### config.mk
export PLATFORM = sky130hd
export DESIGN_NAME = pts_sync_cmp
export DESIGN_NICKNAME = d
export VERILOG_FILES = /design/src/rtl/pts_sync_pkg.sv /design/src/rtl/stc_counter.sv /design/src/rtl/ts_slot.sv /design/src/rtl/pts_sync_cmp.sv
export SDC_FILE = /design/constraint.sdc
export NUM_CORES = 1
export LEC_CHECK = 0
export ABC_AREA = 1
export BUFFER_PORTS_ARGS = -buffer_cell sky130_fd_sc_hd__buf_2
export CORE_MARGIN = 10
export CORE_UTILIZATION = 40
export CTS_BUF_LIST = sky130_fd_sc_hd__clkbuf_8
export DETAILED_ROUTE_END_ITERATION = 8
export GPL_ROUTABILITY_DRIVEN = 1
export PLACE_DENSITY = 0.55
export SLEW_MARGIN = 20
export SYNTH_ARGS = -nofsm -noshare
export SYNTH_HDL_FRONTEND = slang
export SYNTH_SLANG_ARGS = --single-unit
### constraint.sdc
create_clock -name clk -period 4.3 [get_ports clk]
set_clock_uncertainty 0.2 [all_clocks]
set_input_delay 0 -clock clk [delete_from_list [all_inputs] [get_ports clk]]
set_output_delay 0 -clock clk [all_outputs]
set_load 0.03 [all_outputs]
### src/rtl/pts_sync_pkg.sv
package pts_sync_pkg;

    localparam int STC_W = 33;
    localparam int ERR_W = STC_W + 1;

    typedef enum logic [1:0] {
        ACT_NONE   = 2'b00,
        ACT_SKIP   = 2'b01,
        ACT_REPEAT = 2'b10
    } sync_act_e;

    typedef enum logic [1:0] {
        REG_STC    = 2'd0,
        REG_TS_AUD = 2'd1,
        REG_TS_VID = 2'd2,
        REG_THRESH = 2'd3
    } host_reg_e;

    typedef struct packed {
        logic [ERR_W-1:0] err;
        sync_act_e        act;
    } cmp_result_t;

    // Modular difference, read as signed 33-bit and widened by one bit.
    function automatic logic [ERR_W-1:0] wrap_diff(
        input logic [STC_W-1:0] now_t,
        input logic [STC_W-1:0] due_t
    );
        logic [STC_W-1:0] d;
        d = now_t - due_t;
        return {d[STC_W-1], d};
    endfunction

    function automatic sync_act_e classify(
        input logic signed [ERR_W-1:0] e,
        input logic        [ERR_W-1:0] tol
    );
        if (e > $signed(tol))
            return ACT_SKIP;
        else if (e < -$signed(tol))
            return ACT_REPEAT;
        else
            return ACT_NONE;
    endfunction

endpackage

### src/rtl/stc_counter.sv
module stc_counter
    import pts_sync_pkg::*;
#(
    parameter int DIV = 300
) (
    input  logic             clk,
    input  logic             rst,
    input  logic             tick,
    input  logic             load,
    input  logic [STC_W-1:0] load_val,
    output logic [STC_W-1:0] stc
);

    localparam int PW = (DIV > 1) ? $clog2(DIV) : 1;
    localparam logic [PW-1:0] PRE_LAST = PW'(DIV - 1);

    logic [PW-1:0] pre_q;

    always_ff @(posedge clk) begin
        if (rst) begin
            pre_q <= '0;
            stc   <= '0;
        end else if (load) begin
            pre_q <= '0;
            stc   <= load_val;
        end else if (tick) begin
            if (pre_q == PRE_LAST) begin
                pre_q <= '0;
                stc   <= stc + 1'b1;
            end else begin
                pre_q <= pre_q + 1'b1;
            end
        end
    end

    AST_STC_STEP: assert property (@(posedge clk) disable iff (rst)
        !load |=> (stc == $past(stc) || stc == $past(stc) + 1'b1));

endmodule

### src/rtl/ts_slot.sv
module ts_slot
    import pts_sync_pkg::*;
#(
    parameter int THR_W = 16
) (
    input  logic             clk,
    input  logic             rst,
    input  logic             wr,
    input  logic [STC_W-1:0] wr_ts,
    input  logic             present,
    input  logic [STC_W-1:0] stc,
    input  logic [THR_W-1:0] thr,
    output logic             pending,
    output logic             skip,
    output logic             repeat_f,
    output logic [ERR_W-1:0] err,
    output sync_act_e        act
);

    localparam int PAD = ERR_W - THR_W;

    logic [STC_W-1:0] ts_q;
    logic [ERR_W-1:0] tol_w;
    cmp_result_t      res_n;
    logic             fire;

    assign tol_w     = {{PAD{1'b0}}, thr};
    assign fire      = present && pending;
    assign res_n.err = wrap_diff(stc, ts_q);
    assign res_n.act = classify(res_n.err, tol_w);

    always_ff @(posedge clk) begin
        if (rst) begin
            ts_q     <= '0;
            pending  <= 1'b0;
            skip     <= 1'b0;
            repeat_f <= 1'b0;
            err      <= '0;
            act      <= ACT_NONE;
        end else begin
            skip     <= 1'b0;
            repeat_f <= 1'b0;
            if (fire) begin
                err      <= res_n.err;
                act      <= res_n.act;
                skip     <= (res_n.act == ACT_SKIP);
                repeat_f <= (res_n.act == ACT_REPEAT);
            end
            if (wr) begin
                ts_q    <= wr_ts;
                pending <= 1'b1;
            end else if (present) begin
                pending <= 1'b0;
            end
        end
    end

    AST_PULSE_EXCL: assert property (@(posedge clk) disable iff (rst)
        !(skip && repeat_f));

    AST_SKIP_CAUSE: assert property (@(posedge clk) disable iff (rst)
        skip |-> $past(present && pending));

    AST_SKIP_OUT_OF_BAND: assert property (@(posedge clk) disable iff (rst)
        skip |-> ($signed(err) > $signed({{PAD{1'b0}}, $past(thr)})));

    AST_REPEAT_OUT_OF_BAND: assert property (@(posedge clk) disable iff (rst)
        repeat_f |-> ($signed(err) < -$signed({{PAD{1'b0}}, $past(thr)})));

    AST_PENDING_CLEARS: assert property (@(posedge clk) disable iff (rst)
        (present && pending && !wr) |=> !pending);

endmodule

### src/rtl/pts_sync_cmp.sv
module pts_sync_cmp
    import pts_sync_pkg::*;
#(
    parameter int DIV     = 300,
    parameter int THR_W   = 16,
    parameter int DEF_THR = 90
) (
    input  logic        clk,
    input  logic        rst,
    input  logic        tick_27m,
    input  logic        host_we,
    input  logic [1:0]  host_addr,
    input  logic [32:0] host_wdata,
    input  logic        a_present,
    input  logic        v_present,
    output logic [32:0] stc_now,
    output logic        a_pending,
    output logic        v_pending,
    output logic        a_skip,
    output logic        a_repeat,
    output logic        v_skip,
    output logic        v_repeat,
    output logic [33:0] a_err,
    output logic [33:0] v_err,
    output logic [1:0]  a_decision,
    output logic [1:0]  v_decision
);

    localparam int NSTR = 2;

    host_reg_e        sel;
    logic [THR_W-1:0] thr_q;
    logic [STC_W-1:0] stc_w;
    logic [NSTR-1:0]  pres_w;
    logic [NSTR-1:0]  pend_w;
    logic [NSTR-1:0]  skip_w;
    logic [NSTR-1:0]  rep_w;
    logic [ERR_W-1:0] err_w [NSTR];
    sync_act_e        act_w [NSTR];

    assign sel    = host_reg_e'(host_addr);
    assign pres_w = {v_present, a_present};

    always_ff @(posedge clk) begin
        if (rst)
            thr_q <= THR_W'(DEF_THR);
        else if (host_we && sel == REG_THRESH)
            thr_q <= host_wdata[THR_W-1:0];
    end

    stc_counter #(.DIV(DIV)) u_stc (
        .clk      (clk),
        .rst      (rst),
        .tick     (tick_27m),
        .load     (host_we && sel == REG_STC),
        .load_val (host_wdata),
        .stc      (stc_w)
    );

    for (genvar s = 0; s < NSTR; s++) begin : g_slot
        localparam host_reg_e MY_REG = (s == 0) ? REG_TS_AUD : REG_TS_VID;
        ts_slot #(.THR_W(THR_W)) u_slot (
            .clk      (clk),
            .rst      (rst),
            .wr       (host_we && sel == MY_REG),
            .wr_ts    (host_wdata),
            .present  (pres_w[s]),
            .stc      (stc_w),
            .thr      (thr_q),
            .pending  (pend_w[s]),
            .skip     (skip_w[s]),
            .repeat_f (rep_w[s]),
            .err      (err_w[s]),
            .act      (act_w[s])
        );
    end

    assign stc_now    = stc_w;
    assign a_pending  = pend_w[0];
    assign v_pending  = pend_w[1];
    assign a_skip     = skip_w[0];
    assign v_skip     = skip_w[1];
    assign a_repeat   = rep_w[0];
    assign v_repeat   = rep_w[1];
    assign a_err      = err_w[0];
    assign v_err      = err_w[1];
    assign a_decision = act_w[0];
    assign v_decision = act_w[1];

    AST_STREAMS_APART: assert property (@(posedge clk) disable iff (rst)
        (!$past(v_present) && !$past(host_we)) |-> (v_decision == $past(v_decision)));

endmodule

# ---- After elaboration in Yosys (flattened, before gate mapping)
# Cells that the tools add are included.
dict set report totals {
  reg_bits 200
  input_bits 41
}
dict set report op_classes {
  addsub 5
  order_cmp 4
  n_eq_ne 8
  n_mux 12
  bitwise 2
  n_reduce_logical 15
}
# op n
set op_table {}
lappend op_table {{$mux W33} 3}
lappend op_table {{$lt A33 B34 Y1} 2}
lappend op_table {{$gt A33 B17 Y1} 2}
lappend op_table {{$sub A33 B33 Y33} 2}
lappend op_table {{$neg A16 Y34} 1}
lappend op_table {{$add A33 B1 Y33 const B} 1}
lappend op_table {{$add A9 B1 Y9 const B} 1}
lappend op_table {{$eq A9 B9 Y1 const B} 1}
lappend op_table {{$mux W9} 1}
lappend op_table {{$eq A2 B2 Y1 const B} 4}
lappend op_table {{$mux W2} 4}
lappend op_table {{$reduce_bool A2 Y1} 4}
lappend op_table {{$eq A2 B1 Y1 const B} 3}
lappend op_table {{$logic_and A1 B1 Y1} 6}
lappend op_table {{$reduce_or A2 Y1} 3}
lappend op_table {{$mux W1} 4}
lappend op_table {{$logic_not A2 Y1} 1}
lappend op_table {{$not A1 Y1} 2}
lappend op_table {{$reduce_and A2 Y1} 1}

# ---- Depth between registers and ports, before layout
# Gate-level depths: netlist of the first run.
dict set report logic_depth {
  word_depth 5
  ltp_mapped 27
  ltp_nobuf 27
}

# ---- By module
# From an unflattened synthesis of the first run, not the netlist that was laid out.
dict set report hier_totals {
  cells_unflattened 2598
  hier_area_um2 16413.2
}
# module n_inst cells_per_inst area_per_inst_um2
set modules_own_cells {}
lappend modules_own_cells {{ts_slot (g_slot[1].u_slot)} 1 1036 6522.5}
lappend modules_own_cells {{ts_slot (g_slot[0].u_slot)} 1 980 6317.3}
lappend modules_own_cells {stc_counter 1 481 2877.8}
lappend modules_own_cells {pts_sync_cmp 1 101 695.7}

# ---- Worst setup path before layout of the first run
# No wires, ideal clock.
dict set report synth_timing {
  path_type {register to register}
  startpoint {register u_stc.stc[0]}
  endpoint {register g_slot[1].u_slot.act[1]}
  arrival_time_ps 3601
  slack_ps 386
  path_stages_with_launch 28
  period_less_slack_ps 3914
  path_cell_list {dfxtp_1 inv_1 ha_1 inv_1 fa_1 nand2_1 nand3_1 nand3_1 nand2_2 nand3_1 nand2_1 nand2_1 nand2_1 a21oi_1 xor2_1 inv_1 ha_1 nand2_1 nor2_1 nand2_1 nor4_1 o2111ai_1 nand3_1 nand2_1 inv_1 nor2_1 nand2_1 nand2_1}
}
# item line_no
set synth_lines {}
lappend synth_lines {{start: declaration} stc_counter.sv:11} ;# output logic [STC_W-1:0] stc
lappend synth_lines {{start signal: assignment} stc_counter.sv:25} ;# stc <= load_val;
lappend synth_lines {{start signal: assignment} stc_counter.sv:29} ;# stc <= stc + 1'b1;
lappend synth_lines {{end signal: assignment} ts_slot.sv:45} ;# act <= res_n.act;
lappend synth_lines {{end: declaration} ts_slot.sv:17} ;# output sync_act_e act

==> results of run 1 <==
-- sequential cells by signal, summed over array words and instances (netlist names) --
register and count:
u_stc.pre_q 9, g_slot.u_slot.skip 2, u_stc.stc 33, g_slot.u_slot.repeat_f 2
g_slot.u_slot.pending 2, g_slot.u_slot.err 66, g_slot.u_slot.act 4, g_slot.u_slot.ts_q 66
thr_q 16
-- placed cells by master (no fill, tap or decap), drive strengths merged, types with 27 or more instances in the layout --
| cell type | netlist | final |
|---|---|---|
| dfxtp | 200 | 200 |
| inv | 422 | 431 |
| dlygate4sd3 | 0 | 54 |
| nand3 | 107 | 107 |
| buf | 7 | 213 |
| nor2 | 291 | 291 |
| o21ai | 183 | 183 |
| nor3 | 29 | 29 |
| nand2 | 597 | 597 |
| a21oi | 205 | 205 |
| nand4 | 27 | 27 |
| ha | 166 | 166 |
| xor2 | 65 | 65 |
-- worst paths after layout --
kind	to	cells past startpoint
max reg2reg	g_slot[0].u_slot.act[1]$_SDFFE_PP0P_	24
max	g_slot[0].u_slot.act[1]$_SDFFE_PP0P_	24
min	g_slot[1].u_slot.pending$_SDFFE_PP0P_	5
min reg2reg	g_slot[1].u_slot.ts_q[13]$_SDFFE_PP0P_	2
-- cell families after synthesis --
family                     count (synthesis)
AOI/OAI and AO/OA                        440
xor gates and xnor gates                  73
adders and majority gates                168
buffers and inverters                    485
DFF                                      200
muxes                                      1
and+or+nand+nor                         1083
-- cell type report --
| type | count | area [µm²] |
|---|---|---|
| fillers | 4159 | 20300 |
| multi-input cells | 1765 | 9770 |
| flip-flops and latches | 200 | 4000 |
| repair buffers | 267 | 1760 |
| inverters | 425 | 1600 |
| well taps | 518 | 648 |
| clock buffers | 18 | 248 |
| clock inverters | 14 | 136 |
-- cells in the mapped netlist (all sizes together) --
cell type,n
a31oi,9
nor4,14
and3,2
o21ai,183
a211oi,1
o21bai,7
a22oi,3
nor2,291
o221a,1
buf,7
a221oi,3
nand3b,7
nand2,597
o2111ai,1
o221ai,3
o211ai,15
and2,4
clkinv,3
inv,422
nor3b,2
nand3,107
nor3,29
a21o,3
a22o,1
o31ai,1
xnor2,8
or2,3
ha,166
nand4,27
clkbuf,53
a21oi,205
o21a,4
dfxtp,200
mux2i,1
xor2,65
fa,2
-- metrics by stage --
stage | hold slack [ps] | setup WS (ps) | cells | power, mW | setup TNS (ps)
floorplan | -73.6 | 386 | 2450 | 3.65 | 0
global placement | 64.7 | -89.0 | 3119 | 4.52 | -167
detailed placement | 78.7 | -175 | 3119 | 4.55 | -418
CTS | 4.04 | 24.5 | 3206 | 5.86 | 0
global route | 72.2 | -32.5 | 3207 | 6.30 | -82.1
finish | 45.7 | 257 | 3207 | 5.87 | 0
-- where the power goes --
part / leakage, nW / switching (mW) / total, mW / internal (mW)
sequential: 1.63 / 0.0406 / 1.97 / 1.92
combinational: 7.96 / 1.80 / 2.65 / 0.850
clock: 0.199 / 0.764 / 1.25 / 0.487
total: 9.79 / 2.61 / 5.87 / 3.26
-- per-layer routing --
metal | vias up | GRT usage [%]
met5 | - | 0
met4 | 0 | 9.04
met3 | 65 | 4.26
met2 | 395 | 39.5
met1 | 7390 | 31.4
li1 | 8263 | -
-- what timing repair did --
item                                    4_1_cts  5_1_grt
pin swaps                                     0        3
buffers inserted                              1        1
cloned                                        0        0
gates resized for setup                       4       17
hold buffers                                 54        0
endpoints found under the hold margin       135        0
endpoints found under the setup margin        4        4
-- critical path, cell delays in order, from the launching register on --
cell	delay (ps)
dfxtp_1	320
inv_1	80
buf_4	140
ha_1	160
inv_2	70
fa_2	430
nand2_1	80
nand2_1	90
nand3_1	110
nand2_2	110
nand2_1	100
nand2_2	90
nand3_1	130
nand2_1	90
nand2_1	70
nand2_1	180
ha_1	350
nand2_1	100
o21a_1	210
o21ai_0	220
a31oi_1	170
a21oi_2	170
nor2_1	60
nand2_1	130
nand2_1	60
==> metrics, run 1 <==
Setup crit start u_stc.stc[0]$_SDFFE_PP0P_; adder-cell share of the synthesized area a little over an eighth; Post-Syn Instances roughly 2,500; WP data required ~4600 ps; drt wl/cell about 18 µm; largest family of logic cells by synthesized area simple AND/OR/NAND/NOR gates; routed vias 16,100; f_max ~250 MHz; Area Overhead vs Synth 17.1%; Die Width 217 µm; post-route cell area ~18,000 µm²; DRT iter0 DRCs approximately 800; Site Rows 72; area of the mapped netlist 15,500 µm²; Avg Inst Size Synth around 6.3 µm²; I/O Buffers ~150; max layer used met4; hold path start v_present; routability cong. roughly 0.92; Initial Util about two fifths; R2R Path Start u_stc.stc[0]$_SDFFE_PP0P_; root buf cell clkbuf_8; Compound-Gate Fraction of Synth Area 15.1%; CTS buffer count 17; sequential fraction of the synthesis area 25.8%; initial antenna violation count 0; total clock sinks 200; wire length on met3 3300 µm; area share of the largest cell type after synthesis 25.8%; worst skew pair latency around 560 ps; largest fanout on the critical path 4; VDD IR max approximately 230 µV; Worst EP arrival roughly 4300 ps; I/O Pins 152; H-tree depth 4; nets around 2,900; die height 217 µm; placed inst area between 15,000 and 20,000 µm²; Pleak just under 10 nW; via density per instance roughly 5.0; outcome completed; syn nets 2,659; worst hold path type in -> reg; DR DRC count 0; Post-Synth XOR/XNOR Area around 4.2%; Post-Route Utilization 47.2%; DRT Wirelength approximately 58,000 µm; minimum clock period 4040 ps; CTS Buffer Depth 2; power per cell area roughly 320 nW/µm²; HPWL Detailed approximately 48,000 µm; global route overflow 0; crit share post-route 94.0%; RSZ-0062 raised after global routing yes; # setup viols final 0; Ys Warns 0; CP Capture Type flip-flop; Die Area roughly 47,000 µm²; CP Class reg -> reg; area leader, netlist dfxtp_1; M1 WL 26,600 µm; post-route ant nets 0; Slew @ Worst Pin approximately 940 ps; largest net degree at the start of global routing 73; mux cell area share after synthesis less than 1%; core area 38,500 µm²; number of synthesized register bits 200; Synth Area in Simple Gates a little under 30%; post-synth cell types just under 50; first-pass GRT wire length 88,500 µm; maxcap violations 0; final hold violations 0; CTS tree built; vias in the first global route about 16,000; Slew Limit Fails 0; share of cells above drive strength 1 between 10% and 20%; Total GRT Usage between 20% and 30%; Worst-path clk slew approximately 110 ps; r2r setup slk roughly 260 ps; crit start category flip-flop; routed wl met2 roughly 26,000 µm; n_diodes 0; synth top area cells dfxtp_1 26%, nand2_1 14%, ha_1 13%; Pre-antenna DRT Iters 5; Slew HR 37.5%
(Power assumes the default switching activity.)
==> run 2: changes to the inputs <==
--- a/config.mk
+++ b/config.mk
@@ -7,7 +7,6 @@
 export LEC_CHECK = 0
 export ABC_AREA = 1
 export BUFFER_PORTS_ARGS = -buffer_cell sky130_fd_sc_hd__buf_2
-export CORE_MARGIN = 10
 export CORE_UTILIZATION = 40
 export CTS_BUF_LIST = sky130_fd_sc_hd__clkbuf_8
 export DETAILED_ROUTE_END_ITERATION = 8
==> run 2 against run 1 <==
Worst hold slack better by 30 ps. Clock power hardly changed. Sequential power hardly changed.
==> metrics, run 2 (synthesis gave the netlist of run 1 again) <==
CP Capture Type flip-flop; Pleak 9.82 nW; Slew Limit Fails 0; vias in the first global route 15,400; I/O Pins between 150 and 200; global route overflow 0; I/O Buffers between 150 and 200; Placed Cells around 3,100; CTS buffer count 17; DR DRC count 0; largest net degree at the start of global routing 67; post-route cell area around 18,000 µm²; Die Area 39,600 µm²; core area roughly 38,000 µm²; Pwr Total around 5.8 mW; CTS tree built; FILL cells about 4,200; Initial Util approximately 41%; WP data required roughly 4600 ps; Slew HR 53.7%; nets between 2,000 and 3,000; Regs by FF count g_slot.u_slot.err x66, g_slot.u_slot.ts_q x66, u_stc.stc x33; total clock sinks 200; crit share post-route a little over nine tenths; Hold Path Stages 4; crit start category flip-flop; CP Class reg -> reg; outcome completed; power per cell area between 300 and 400 nW/µm²; r2r setup slk around 250 ps; placed inst area approximately 17,000 µm²; worst hold path type in -> reg; Slew @ Worst Pin 693 ps; via density per instance ~5; share of cells above drive strength 1 a little under an eighth; largest fanout on the critical path 4; VDD IR max ~230 µV; DRT Wirelength 55,200 µm; CTS Buffer Depth 2; post-route ant nets 0; maxcap violations 0; most used cell, CP nand2_1; routability cong. 0.929; f_max ~250 MHz; worst skew pair latency approximately 560 ps; commonest non-fill, non-tap cell in the layout nand2_1; Area Overhead vs Synth 17.3%; # setup viols final 0; first-pass GRT wire length between 80,000 and 90,000 µm; hold path start host_wdata[19]; setup_tns 0 ps; minimum clock period 4050 ps; CP max stage delay around 340 ps; reg-to-reg endpoint g_slot[0].u_slot.act[1]$_SDFFE_PP0P_; Worst-path clk slew around 120 ps; HPWL Detailed approximately 46,000 µm; final hold violations 0; Site Rows between 70 and 80; routed vias approximately 16,000; initial antenna violation count 1; DRT iter0 DRCs roughly 980; Pre-antenna DRT Iters 6; drt wl/cell about 17 µm; Worst EP arrival roughly 4300 ps; Buf/Inv on CP 4; die height just under 200 µm; CP max stage cell dfxtp_1; root buf cell clkbuf_8; final hold slack about 76 ps; Finished Layout Cells approximately 3,200; Total GRT Usage 28.6%; R2R Path Start u_stc.stc[0]$_SDFFE_PP0P_; Worst Reg-to-Reg Cells 25; Top delay family on crit path simple AND/OR/NAND/NOR gates; Hold Path End u_stc.stc[19]$_SDFFE_PP0P_; H-tree depth 4; commonest cells after routing, fill and taps aside 583 x nand2_1, 421 x inv_1, 277 x nor2_1; Die Width 199 µm
run 2: cell count changes in the layout (fill, tap and decap cells not counted), moves of 2 or more:
cell           delta
buf_4             +5
inv_6             +2
nor3_2            +2
clkinv_4          -2
dlygate4sd3_1     +3
run 2: routing by layer:
| layer | wire length (µm) | GRT usage (%) | share of wire [%] | vias up |
|---|---|---|---|---|
| li1 | - | - | - | 8305 |
| met2 | 25100 | 47.8 | 45 | 354 |
| met4 | 1270 | 8.80 | 2.3 | 0 |
| met3 | 2030 | 3.05 | 3.7 | 56 |
| met5 | 0 | 0 | 0 | - |
| met1 | 26800 | 38.3 | 49 | 7390 |
run 2: worst min-delay path, stage by stage:
cell	delay [ps]
dlygate4sd3_1	530
buf_2	140
nand2_1	60
a31oi_1	70
run 2: worst max path at each step:
stage	end	start	slack, ps	cells past startpoint
after floorplan	g_slot[1].u_slot.act[1]$_SDFFE_PP0P_	u_stc.stc[0]$_SDFFE_PP0P_	390	27
after global placement	g_slot[1].u_slot.act[1]$_SDFFE_PP0P_	u_stc.stc[0]$_SDFFE_PP0P_	200	27
after detailed placement	g_slot[1].u_slot.act[1]$_SDFFE_PP0P_	u_stc.stc[0]$_SDFFE_PP0P_	90	27
after CTS	g_slot[1].u_slot.act[1]$_SDFFE_PP0P_	u_stc.stc[0]$_SDFFE_PP0P_	70	27
after global routing	g_slot[0].u_slot.act[1]$_SDFFE_PP0P_	u_stc.stc[0]$_SDFFE_PP0P_	-5	25
final	g_slot[0].u_slot.act[1]$_SDFFE_PP0P_	u_stc.stc[0]$_SDFFE_PP0P_	250	25
run 2: where the power goes:
part / switching (mW) / leakage [nW] / internal (mW) / total [mW]
clock network: 0.772 / 0.191 / 0.447 / 1.22
logic: 1.78 / 8.00 / 0.859 / 2.64
registers: 0.0390 / 1.63 / 1.92 / 1.96
run 2: timing repair:
| action | 4_1_cts | 5_1_grt |
|---|---|---|
| hold buffers | 57 | 0 |
| endpoints found under the setup margin | 0 | 4 |
| buffers inserted | 0 | 2 |
| resized for setup | 0 | 16 |
| endpoints found under the hold margin | 177 | 0 |
run 2: per-stage QoR:
step	util, %	setup slack (ps)
2_1_floorplan	-	386
3_3_place_gp	45.2	204
3_5_place_dp	45.2	88.8
4_1_cts	47.7	65.4
5_1_grt	47.9	-4.77
6_report	48.0	245
run 2: layout make-up:
class / instances / area [µm²] / share of cell area, %
Clock inverter: 13 / 108 / 0.592
Tap cell: 511 / 639 / 3.51
Sequential cell: 200 / 4000 / 22.0
Multi-Input combinational cell: 1765 / 9750 / 53.6
Clock buffer: 19 / 262 / 1.44
Timing Repair Buffer: 275 / 1830 / 10.1
Antenna cell: 1 / 2.50 / 0.0138
Inverter: 425 / 1600 / 8.77
